## config.mk

```make
export PLATFORM = sky130hd
export DESIGN_NAME = pol_mixer
export DESIGN_NICKNAME = d
export VERILOG_FILES = /design/src/rtl/mixer_pkg.sv /design/src/rtl/mixer_isqrt.sv /design/src/rtl/mixer_ctrl.sv /design/src/rtl/mixer_datapath.sv /design/src/rtl/pol_mixer.sv
export SDC_FILE = /design/constraint.sdc
export NUM_CORES = 2
export LEC_CHECK = 0
export BUFFER_PORTS_ARGS = -buffer_cell sky130_fd_sc_hd__buf_4
export CAP_MARGIN = 25
export CORE_ASPECT_RATIO = 1.25
export CORE_UTILIZATION = 53
export CTS_BUF_LIST = sky130_fd_sc_hd__clkbuf_16
export DETAILED_ROUTE_END_ITERATION = 10
export PLACE_DENSITY = 0.79
export SYNTH_ARGS = -nofsm -noshare
export SYNTH_HDL_FRONTEND = slang
export SYNTH_SLANG_ARGS = --single-unit
```

## constraint.sdc

```tcl
create_clock -name clk -period 7.2 [get_ports clk]
set_input_delay 0 -clock clk [delete_from_list [all_inputs] [get_ports clk]]
set_output_delay 0 -clock clk [all_outputs]
set_load 0.02 [all_outputs]
```

## src/rtl/mixer_pkg.sv

```systemverilog
package mixer_pkg;

  typedef enum logic [1:0] {
    MODE_CH1 = 2'b00,
    MODE_CH2 = 2'b01,
    MODE_MAG = 2'b10,
    MODE_ILV = 2'b11
  } mixMode_e;

  typedef enum logic [1:0] {
    PICK_CH1 = 2'b00,
    PICK_CH2 = 2'b01,
    PICK_MAG = 2'b10
  } pick_e;

  // Strobes from control to datapath, one per issued output beat
  typedef struct packed {
    logic  issue;
    logic  sol;
    pick_e pick;
  } mixStrobe_t;

endpackage

```

## src/rtl/mixer_isqrt.sv

```systemverilog
module mixer_isqrt #(
  parameter int RAD_W  = 33,
  parameter int SIDE_W = 19
) (
  input  logic              clk,
  input  logic              rstN,
  input  logic              inValid,
  input  logic [RAD_W-1:0]  inRad,
  input  logic [SIDE_W-1:0] inSide,
  output logic              outValid,
  output logic [(RAD_W+1)/2-1:0] outRoot,
  output logic [SIDE_W-1:0] outSide
);
  localparam int ROOT_W = (RAD_W + 1) / 2;
  localparam int PAD_W  = 2 * ROOT_W;
  localparam int REM_W  = ROOT_W + 3;

  logic              vldQ  [0:ROOT_W];
  logic [PAD_W-1:0]  radQ  [0:ROOT_W];
  logic [REM_W-1:0]  remQ  [0:ROOT_W];
  logic [ROOT_W-1:0] rootQ [0:ROOT_W];
  logic [SIDE_W-1:0] sideQ [0:ROOT_W];

  // One result bit per stage: bring down two radicand bits, try root*4+1
  function automatic logic [REM_W+ROOT_W-1:0] sqStep(
    input logic [REM_W-1:0]  rem,
    input logic [ROOT_W-1:0] root,
    input logic [1:0]        pair
  );
    logic [REM_W-1:0] shifted;
    logic [REM_W-1:0] trial;
    shifted = {rem[REM_W-3:0], pair};
    trial   = REM_W'({root, 2'b01});
    if (shifted >= trial) return {shifted - trial, root[ROOT_W-2:0], 1'b1};
    else                  return {shifted, root[ROOT_W-2:0], 1'b0};
  endfunction

  always_ff @(posedge clk or negedge rstN) begin
    if (!rstN) begin
      for (int s = 0; s <= ROOT_W; s++) begin
        vldQ[s]  <= 1'b0;
        radQ[s]  <= '0;
        remQ[s]  <= '0;
        rootQ[s] <= '0;
        sideQ[s] <= '0;
      end
    end else begin
      vldQ[0]  <= inValid;
      radQ[0]  <= PAD_W'(inRad);
      remQ[0]  <= '0;
      rootQ[0] <= '0;
      sideQ[0] <= inSide;
      for (int s = 0; s < ROOT_W; s++) begin
        vldQ[s+1]                <= vldQ[s];
        {remQ[s+1], rootQ[s+1]}  <= sqStep(remQ[s], rootQ[s], radQ[s][PAD_W-1 -: 2]);
        radQ[s+1]                <= radQ[s] << 2;
        sideQ[s+1]               <= sideQ[s];
      end
    end
  end

  assign outValid = vldQ[ROOT_W];
  assign outRoot  = rootQ[ROOT_W];
  assign outSide  = sideQ[ROOT_W];


  rem_bound_chk: assert property (@(posedge clk) disable iff (!rstN)
    vldQ[ROOT_W] |-> (remQ[ROOT_W] <= REM_W'({rootQ[ROOT_W], 1'b0})));

endmodule

```

## src/rtl/mixer_ctrl.sv

```systemverilog
module mixer_ctrl
  import mixer_pkg::*;
#(
  parameter int ADDR_W    = 8,
  parameter int MODE_ADDR = 20
) (
  input  logic              clk,
  input  logic              rstN,
  input  logic              cfgWe,
  input  logic [ADDR_W-1:0] cfgAddr,
  input  logic [1:0]        cfgMode,
  input  logic              inValid,
  input  logic              inSol,
  output logic              inReady,
  output mixStrobe_t        strobe
);
  mixMode_e pendMode, activeMode, effMode;
  logic     phase;
  logic     modeWrite;
  logic     solTake;

  assign modeWrite = cfgWe && (cfgAddr == ADDR_W'(MODE_ADDR));
  assign solTake   = inValid && inSol && !phase;
  assign effMode   = solTake ? pendMode : activeMode;
  // First cycle of an interleaved pair: keep the pair in place
  assign inReady   = !((effMode == MODE_ILV) && !phase);

  always_comb begin
    strobe.issue = inValid;
    strobe.sol   = solTake;
    unique case (effMode)
      MODE_CH2: strobe.pick = PICK_CH2;
      MODE_MAG: strobe.pick = PICK_MAG;
      MODE_ILV: strobe.pick = phase ? PICK_CH2 : PICK_CH1;
      default:  strobe.pick = PICK_CH1;
    endcase
  end

  always_ff @(posedge clk or negedge rstN) begin
    if (!rstN) begin
      pendMode   <= MODE_CH1;
      activeMode <= MODE_CH1;
      phase      <= 1'b0;
    end else begin
      if (modeWrite) pendMode <= mixMode_e'(cfgMode);
      if (solTake) activeMode <= pendMode;
      if (inValid && (effMode == MODE_ILV)) phase <= !phase;
    end
  end


  pend_hold_chk: assert property (@(posedge clk) disable iff (!rstN)
    !modeWrite |=> $stable(pendMode));


  mode_hold_chk: assert property (@(posedge clk) disable iff (!rstN)
    !solTake |=> $stable(activeMode));


  ilv_pair_chk: assert property (@(posedge clk) disable iff (!rstN)
    (inValid && !inReady) |=> inReady);

endmodule

```

## src/rtl/mixer_datapath.sv

```systemverilog
module mixer_datapath
  import mixer_pkg::*;
#(
  parameter int SAMPLE_W = 16
) (
  input  logic                clk,
  input  logic                rstN,
  input  mixStrobe_t          strobe,
  input  logic [SAMPLE_W-1:0] ch1,
  input  logic [SAMPLE_W-1:0] ch2,
  output logic                outValid,
  output logic                outSol,
  output logic [SAMPLE_W-1:0] outData
);
  localparam int RAD_W  = 2 * SAMPLE_W + 1;
  localparam int ROOT_W = (RAD_W + 1) / 2;
  localparam int SIDE_W = SAMPLE_W + 3;
  localparam logic [ROOT_W-1:0] ROOT_MAX = ROOT_W'({SAMPLE_W{1'b1}});

  logic [SAMPLE_W-1:0] sample;
  logic [RAD_W-1:0]    radicand;
  logic                rootVld;
  logic [ROOT_W-1:0]   rootVal;
  logic [SIDE_W-1:0]   sideOut;
  logic                sideSol;
  pick_e               sidePick;
  logic [SAMPLE_W-1:0] sideSample;
  logic [SAMPLE_W-1:0] magSat;

  assign sample   = (strobe.pick == PICK_CH2) ? ch2 : ch1;
  assign radicand = RAD_W'(ch1) * RAD_W'(ch1) + RAD_W'(ch2) * RAD_W'(ch2);

  mixer_isqrt #(
    .RAD_W (RAD_W),
    .SIDE_W(SIDE_W)
  ) isqrt_i (
    .clk     (clk),
    .rstN    (rstN),
    .inValid (strobe.issue),
    .inRad   (radicand),
    .inSide  ({strobe.sol, strobe.pick, sample}),
    .outValid(rootVld),
    .outRoot (rootVal),
    .outSide (sideOut)
  );

  assign sideSol    = sideOut[SAMPLE_W+2];
  assign sidePick   = pick_e'(sideOut[SAMPLE_W+1:SAMPLE_W]);
  assign sideSample = sideOut[SAMPLE_W-1:0];
  assign magSat     = (rootVal > ROOT_MAX) ? {SAMPLE_W{1'b1}} : rootVal[SAMPLE_W-1:0];

  always_ff @(posedge clk or negedge rstN) begin
    if (!rstN) begin
      outValid <= 1'b0;
      outSol   <= 1'b0;
      outData  <= '0;
    end else begin
      outValid <= rootVld;
      outSol   <= rootVld && sideSol;
      outData  <= (sidePick == PICK_MAG) ? magSat : sideSample;
    end
  end


  sol_flag_chk: assert property (@(posedge clk) disable iff (!rstN)
    outSol |-> outValid);

endmodule

```

## src/rtl/pol_mixer.sv

```systemverilog
module pol_mixer
  import mixer_pkg::*;
#(
  parameter int SAMPLE_W  = 16,
  parameter int ADDR_W    = 8,
  parameter int MODE_ADDR = 20
) (
  input  logic                clk,
  input  logic                rstN,
  input  logic                cfgWe,
  input  logic [ADDR_W-1:0]   cfgAddr,
  input  logic [1:0]          cfgMode,
  input  logic                inValid,
  input  logic                inSol,
  input  logic [SAMPLE_W-1:0] inCh1,
  input  logic [SAMPLE_W-1:0] inCh2,
  output logic                inReady,
  output logic                outValid,
  output logic                outSol,
  output logic [SAMPLE_W-1:0] outData
);
  mixStrobe_t strobe;

  mixer_ctrl #(
    .ADDR_W   (ADDR_W),
    .MODE_ADDR(MODE_ADDR)
  ) ctrl_i (
    .clk    (clk),
    .rstN   (rstN),
    .cfgWe  (cfgWe),
    .cfgAddr(cfgAddr),
    .cfgMode(cfgMode),
    .inValid(inValid),
    .inSol  (inSol),
    .inReady(inReady),
    .strobe (strobe)
  );

  mixer_datapath #(
    .SAMPLE_W(SAMPLE_W)
  ) dp_i (
    .clk     (clk),
    .rstN    (rstN),
    .strobe  (strobe),
    .ch1     (inCh1),
    .ch2     (inCh2),
    .outValid(outValid),
    .outSol  (outSol),
    .outData (outData)
  );

endmodule

```

After elaboration in Yosys (flattened, before gate mapping)
Index checks and enable logic that the tools add are counted.
{ "totals": {"register_bits": 1265, "inputBits": 47, "output_inout_bits": 19, "wordCells": 166} }
{ "classes": {"addsub": 17, "n_mul": 2, "magnitude_cmp": 18, "n_eq_ne": 6, "muxes": 23, "n_reduce_logical": 8} }
{ "op_table": {"columns": ["cell", "count"], "rows": [
  ["2-to-1 mux 35 bit", 16],
  [">= comparator 20 x 19 -> 1 bit", 16],
  ["subtractor 18 bit", 15],
  ["multiplier 16 x 16 -> 32 bit", 2],
  ["2-to-1 mux 16 bit", 3],
  ["adder 32 x 32 -> 33 bit", 1],
  ["greater-than comparator 17 x 16 -> 1 bit (second input constant)", 1],
  ["== test 8 x 5 -> 1 bit (second input constant)", 1],
  ["== test 2 bit (second input constant)", 3],
  ["logical AND 1 bit", 6],
  ["one-hot mux 2 bit (3 select lines)", 1],
  ["== test 2 x 1 -> 1 bit (second input constant)", 2],
  ["logical NOT 1 bit", 2],
  ["2-to-1 mux 1 bit", 2],
  ["2-to-1 mux 2 bit", 1],
  ["subtractor 1 x 1 -> 2 bit (second input constant)", 1],
  [">= comparator 1 bit (second input constant)", 1]
]} }

Longest topological paths before layout
{ "depth": {"depth_word": 7, "mapped_depth": 27, "mapped_depth_nobuf": 25} }

Hierarchy
From an unflattened synthesis, not the netlist that was laid out.
{ "hier_totals": {"hier_cells": 4617, "hier_area_um2": 54573.6} }
{ "modules_own_cells": {"columns": ["mod", "instances", "cells_per_inst", "area_each_um2", "seq_area_each_um2"], "rows": [
  ["mixer_isqrt", 1, 2804, 38046.5, 26925.8],
  ["mixer_datapath", 1, 1786, 16224.3, 450.4],
  ["mixer_ctrl", 1, 27, 302.8, 125.1]
]} }

Least setup slack after synthesis
Ideal clock, no wire load.
{ "synth_timing": {"kind": "input to register", "from": "input inCh2[1]", "to": "register dp_i.isqrt_i.radQ[609] (netlist bit)", "setup_ps": 123, "arrival_time_ps": 6558, "required_ps": 7077, "setup_slack_ps": 519, "stages": 26, "n_path_buf": 1, "path_cell_list": "clkbuf_1 inv_1 nor2_1 inv_1 fa_1 fa_1 inv_1 fa_1 inv_1 fa_1 inv_1 fa_1 fa_1 fa_1 inv_1 fa_1 inv_1 ha_1 nand3_1 or4_1 nand3_1 a21oi_1 o21a_1 o311ai_1 a31oi_1 xnor2_1"} }
{ "synth_between": {"elab_chain_cells": 2} }
{ "synth_rtl": {"columns": ["element", "line_no", "rtl"], "rows": [
  ["start: declaration", "pol_mixer.sv:16", "input logic [SAMPLE_W-1:0] inCh2,"],
  ["multiplier 16 x 16 -> 32 bit", "mixer_datapath.sv:31", "assign radicand = RAD_W'(ch1) * RAD_W'(ch1) + RAD_W'(ch2) * RAD_W'(ch2);"],
  ["adder 32 x 32 -> 33 bit", "mixer_datapath.sv:31", null],
  ["via dp_i.isqrt_i.inRad[31]", "mixer_isqrt.sv:8", "input logic [RAD_W-1:0] inRad,"],
  ["end signal: indexed assignment", "mixer_isqrt.sv:56", "radQ[s+1] <= radQ[s] << 2;"],
  ["end: declaration", "mixer_isqrt.sv:19", "logic [PAD_W-1:0] radQ [0:ROOT_W];"]
]} }
The timed path passes the listed nets, and every way through them passes these cells.
A chain may end at the register's enable or synchronous reset.

Final worst setup path
{ "layout_timing": {"from": "input inCh1[7]", "to": "register dp_i.isqrt_i.radQ[608] (netlist bit)"} }
{ "layout_between": {"elab_chain_cells": 2} }
{ "layout_rtl": {"columns": ["element", "line_no", "rtl"], "rows": [
  ["start: declaration", "pol_mixer.sv:15", "input logic [SAMPLE_W-1:0] inCh1,"],
  ["multiplier 16 x 16 -> 32 bit", "mixer_datapath.sv:31", null],
  ["adder 32 x 32 -> 33 bit", "mixer_datapath.sv:31", null],
  ["via dp_i.isqrt_i.inRad[30]", "mixer_isqrt.sv:8", null]
]} }
The timed path passes the listed nets, and every way through them passes these cells.

==> impl_metrics.json <==
{
  "status": "completed",
  "antennaDiodeCount": 0,
  "initial_core_util_pct": 53.5,
  "drv_cap": 0,
  "synthDistinctLibCells": 85,
  "synth_fp_nets": 5279,
  "rows": 130,
  "reg2regPathDepth": 8,
  "synth_area_sq_um": 53800,
  "place_ws_ns": 0.177,
  "crit_arrival_ns": 7.45,
  "cts_root_buf": "clkbuf_16",
  "finClkSkew_ns": 0.0622,
  "routedWlPerCell_um": 18.8,
  "port-buffer-count": 65,
  "grt_max_degree": 214,
  "ys_ff_latch": 1099,
  "post-cts-setup-buffers": 0,
  "setup_viol": 0,
  "clkTransAtPathRegs_ns": 0.06,
  "hp-class": "primary input to flop",
  "critPathKind": "primary input to flop",
  "vias_per_cell": 5.32,
  "grt_setup_unrepaired": "no",
  "h-tree-depth": 3,
  "fin_setup_tns_ns": 0,
  "cts_max_path_buffers": 3,
  "nets": 5435,
  "wl_um": 113000,
  "die-area_sq_um": 103000,
  "top_usage_layer": "met2",
  "drive_gt1_share_pct": 6.46,
  "gp_congestion": 0.928,
  "async_flop_share_pct": 100,
  "synth_edf_count": 0,
  "slew_violations": 0,
  "grt_pass1_wl_um": 184000,
  "grt_pass1_vias": 36400,
  "fin_cells": 6029,
  "min_period_ns": 6.89,
  "ant_nets": 0,
  "dpl.hpwl_um": 82200,
  "yosysTopAreaCell": "dfrtp_1",
  "avgSynthCellArea_sq_um": 12.0,
  "routed-via-count": 32100,
  "layout_setup_ws_ns": 0.312,
  "area_delta_synth_final_pct": 10.9,
  "use_met1_pct": 22.9,
  "yosysTopAreaCellShare_pct": 51.1,
  "tightest_slew_ns": 1.15,
  "synth_cells": 4476,
  "hold_violations": 0,
  "gr-usage-met2_pct": 44.8,
  "grt_usage_pct": 23.1,
  "antenna_found_initial": 1,
  "drt_iter0_markers": 1828,
  "critPathTopFamily": "adder cells",
  "synth_flop_cell": "dfrtp_1",
  "cp.required_ns": 7.76,
  "slew_headroom_pct": 22.4,
  "die_w_um": 287,
  "cp.depth": 25,
  "die_h_um": 358,
  "fmax_mhz": 145,
  "core_area_sq_um": 101000,
  "met3_usage_pct": 2.99,
  "firstDrtPassIters": 5,
  "worst_setup_path_start_kind": "primary input",
  "crit_fanout": 8,
  "crit_path_frequent_cell": "fa_1",
  "fin_crit_sh_pct": 95.7,
  "io_pins": 66,
  "ys_seq_area_share_pct": 51.1,
  "overflow": 0,
  "cp-end-kind": "flop",
  "cts_buffers": 98,
  "clk_latency_ns": 0.69,
  "cp_slowest_cell": "fa_1",
  "holdWs_ns": 0.0826,
  "max_stage_delay_ns": 0.57,
  "cts_sinks": 1099,
  "dp.cells": 5811,
  "cts_tree": "yes",
  "path_buf_inv": 8,
  "drc": 0,
  "whs_path_depth": 4,
  "yosysWarnings": 0,
  "ys_top_cells_by_area": "dfrtp_1 51%, fa_1 14%, ha_1 8.6%, inv_1 5.3%, xnor2_1 2.3%"
}
## logic make-up after synthesis
kind of cell             count (synthesis)  share of synthesized area (%)
XOR/XNOR                               247                           4.02
multiplexers                            36                          0.744
flip-flops                            1099                           51.1
buffers and inverters                  850                           5.98
adder cells (fa/ha/maj)                756                           23.0
AO/OA/AOI/OAI                          551                           6.43
AND/OR/NAND/NOR                        937                           8.71
## final timing paths
check | from | endpoint | slack (ns)
worst max-delay path | inCh1[7] | dp_i.isqrt_i.radQ[608] | 0.31
max in group asynchronous | rstN | dp_i.isqrt_i.radQ[517] | 4.77
worst min register to register | dp_i.isqrt_i.radQ[234] | dp_i.isqrt_i.radQ[202] | 0.32
worst max register to register | dp_i.isqrt_i.remQ[100] | dp_i.isqrt_i.remQ[89] | 3.71
worst min-delay path | inCh1[13] | dp_i.isqrt_i.sideQ[336] | 0.08
min in group asynchronous | rstN | dp_i.isqrt_i.outSide[4] | 0.46
## state kept, by name, indices dropped and copies added (netlist names)
signal / flops
dp_i.isqrt_i.sideQ: 323
dp_i.isqrt_i.rootQ: 136
dp_i.outSol: 1
dp_i.isqrt_i.radQ: 305
ctrl_i.phase: 1
dp_i.outValid: 1
dp_i.outData: 16
dp_i.isqrt_i.outSide: 19
dp_i.isqrt_i.outRoot: 17
ctrl_i.activeMode: 2
dp_i.isqrt_i.remQ: 258
dp_i.isqrt_i.outValid: 1
ctrl_i.pendMode: 2
dp_i.isqrt_i.vldQ: 17
## tightest hold or removal path, stage by stage
cell,delay (ns)
buf_4,0.19
buf_4,0.19
nand2_1,0.06
o21ai_0,0.21
## layout make-up
class	count	area (sq um)
clock inverters	77	781
fillers	7569	40900
multi-input cells	2527	23100
repair buffers	142	1240
well taps	1320	1650
flip-flops and latches	1099	27500
clock buffers	100	2500
inverters	764	2870
## per-layer routing
layer,part of all wire [%],up-vias
met5,0.011,-
met2,56,812
met3,3.7,370
met1,34,16300
met4,6.7,2
li1,-,14600
## synth_stat cells, types with 13 or more instances
master,n
a211oi_1,20
a21o_1,72
a21oi_1,170
and2_1,131
and3_1,14
buf_2,14
clkbuf_1,64
dfrtp_1,1099
fa_1,387
ha_1,369
inv_1,758
mux2_1,19
mux2_2,13
nand2_1,268
nand2b_1,31
nand3_1,48
nand4_1,23
nor2_1,210
nor2b_1,35
nor3_1,58
nor4_1,21
o211ai_1,16
o21a_1,45
o21ai_0,82
o21ai_1,55
or3_1,27
xnor2_1,143
xor2_1,104
## stage by stage
stage                     utilization, %  instance area, sq um
final                               59.3                 59600
after global routing                59.3                 59600
after CTS                           59.3                 59600
after detailed placement            55.6                 55900
after global placement              55.6                 55900
after floorplan                        -                 53800
## cells in the final DEF (no fill, tap or decap), drive strengths merged, types with 131 or more instances in the layout
cell and n:
xnor2 143, o21ai 138, a21oi 171, and2 131
fa 387, nor2 212, dfrtp 1099, nand2 268
ha 369, inv 785
## timing repair
item | in CTS | in global routing
endpoints found under the hold margin | 131 | 0
endpoints found under the setup margin | 0 | 3
hold buffers | 39 | 0
resized for setup | 0 | 1
Power is left out: the tool's default activity adds up to more than one toggle a clock period on the data nets, which glitch-free logic cannot reach.
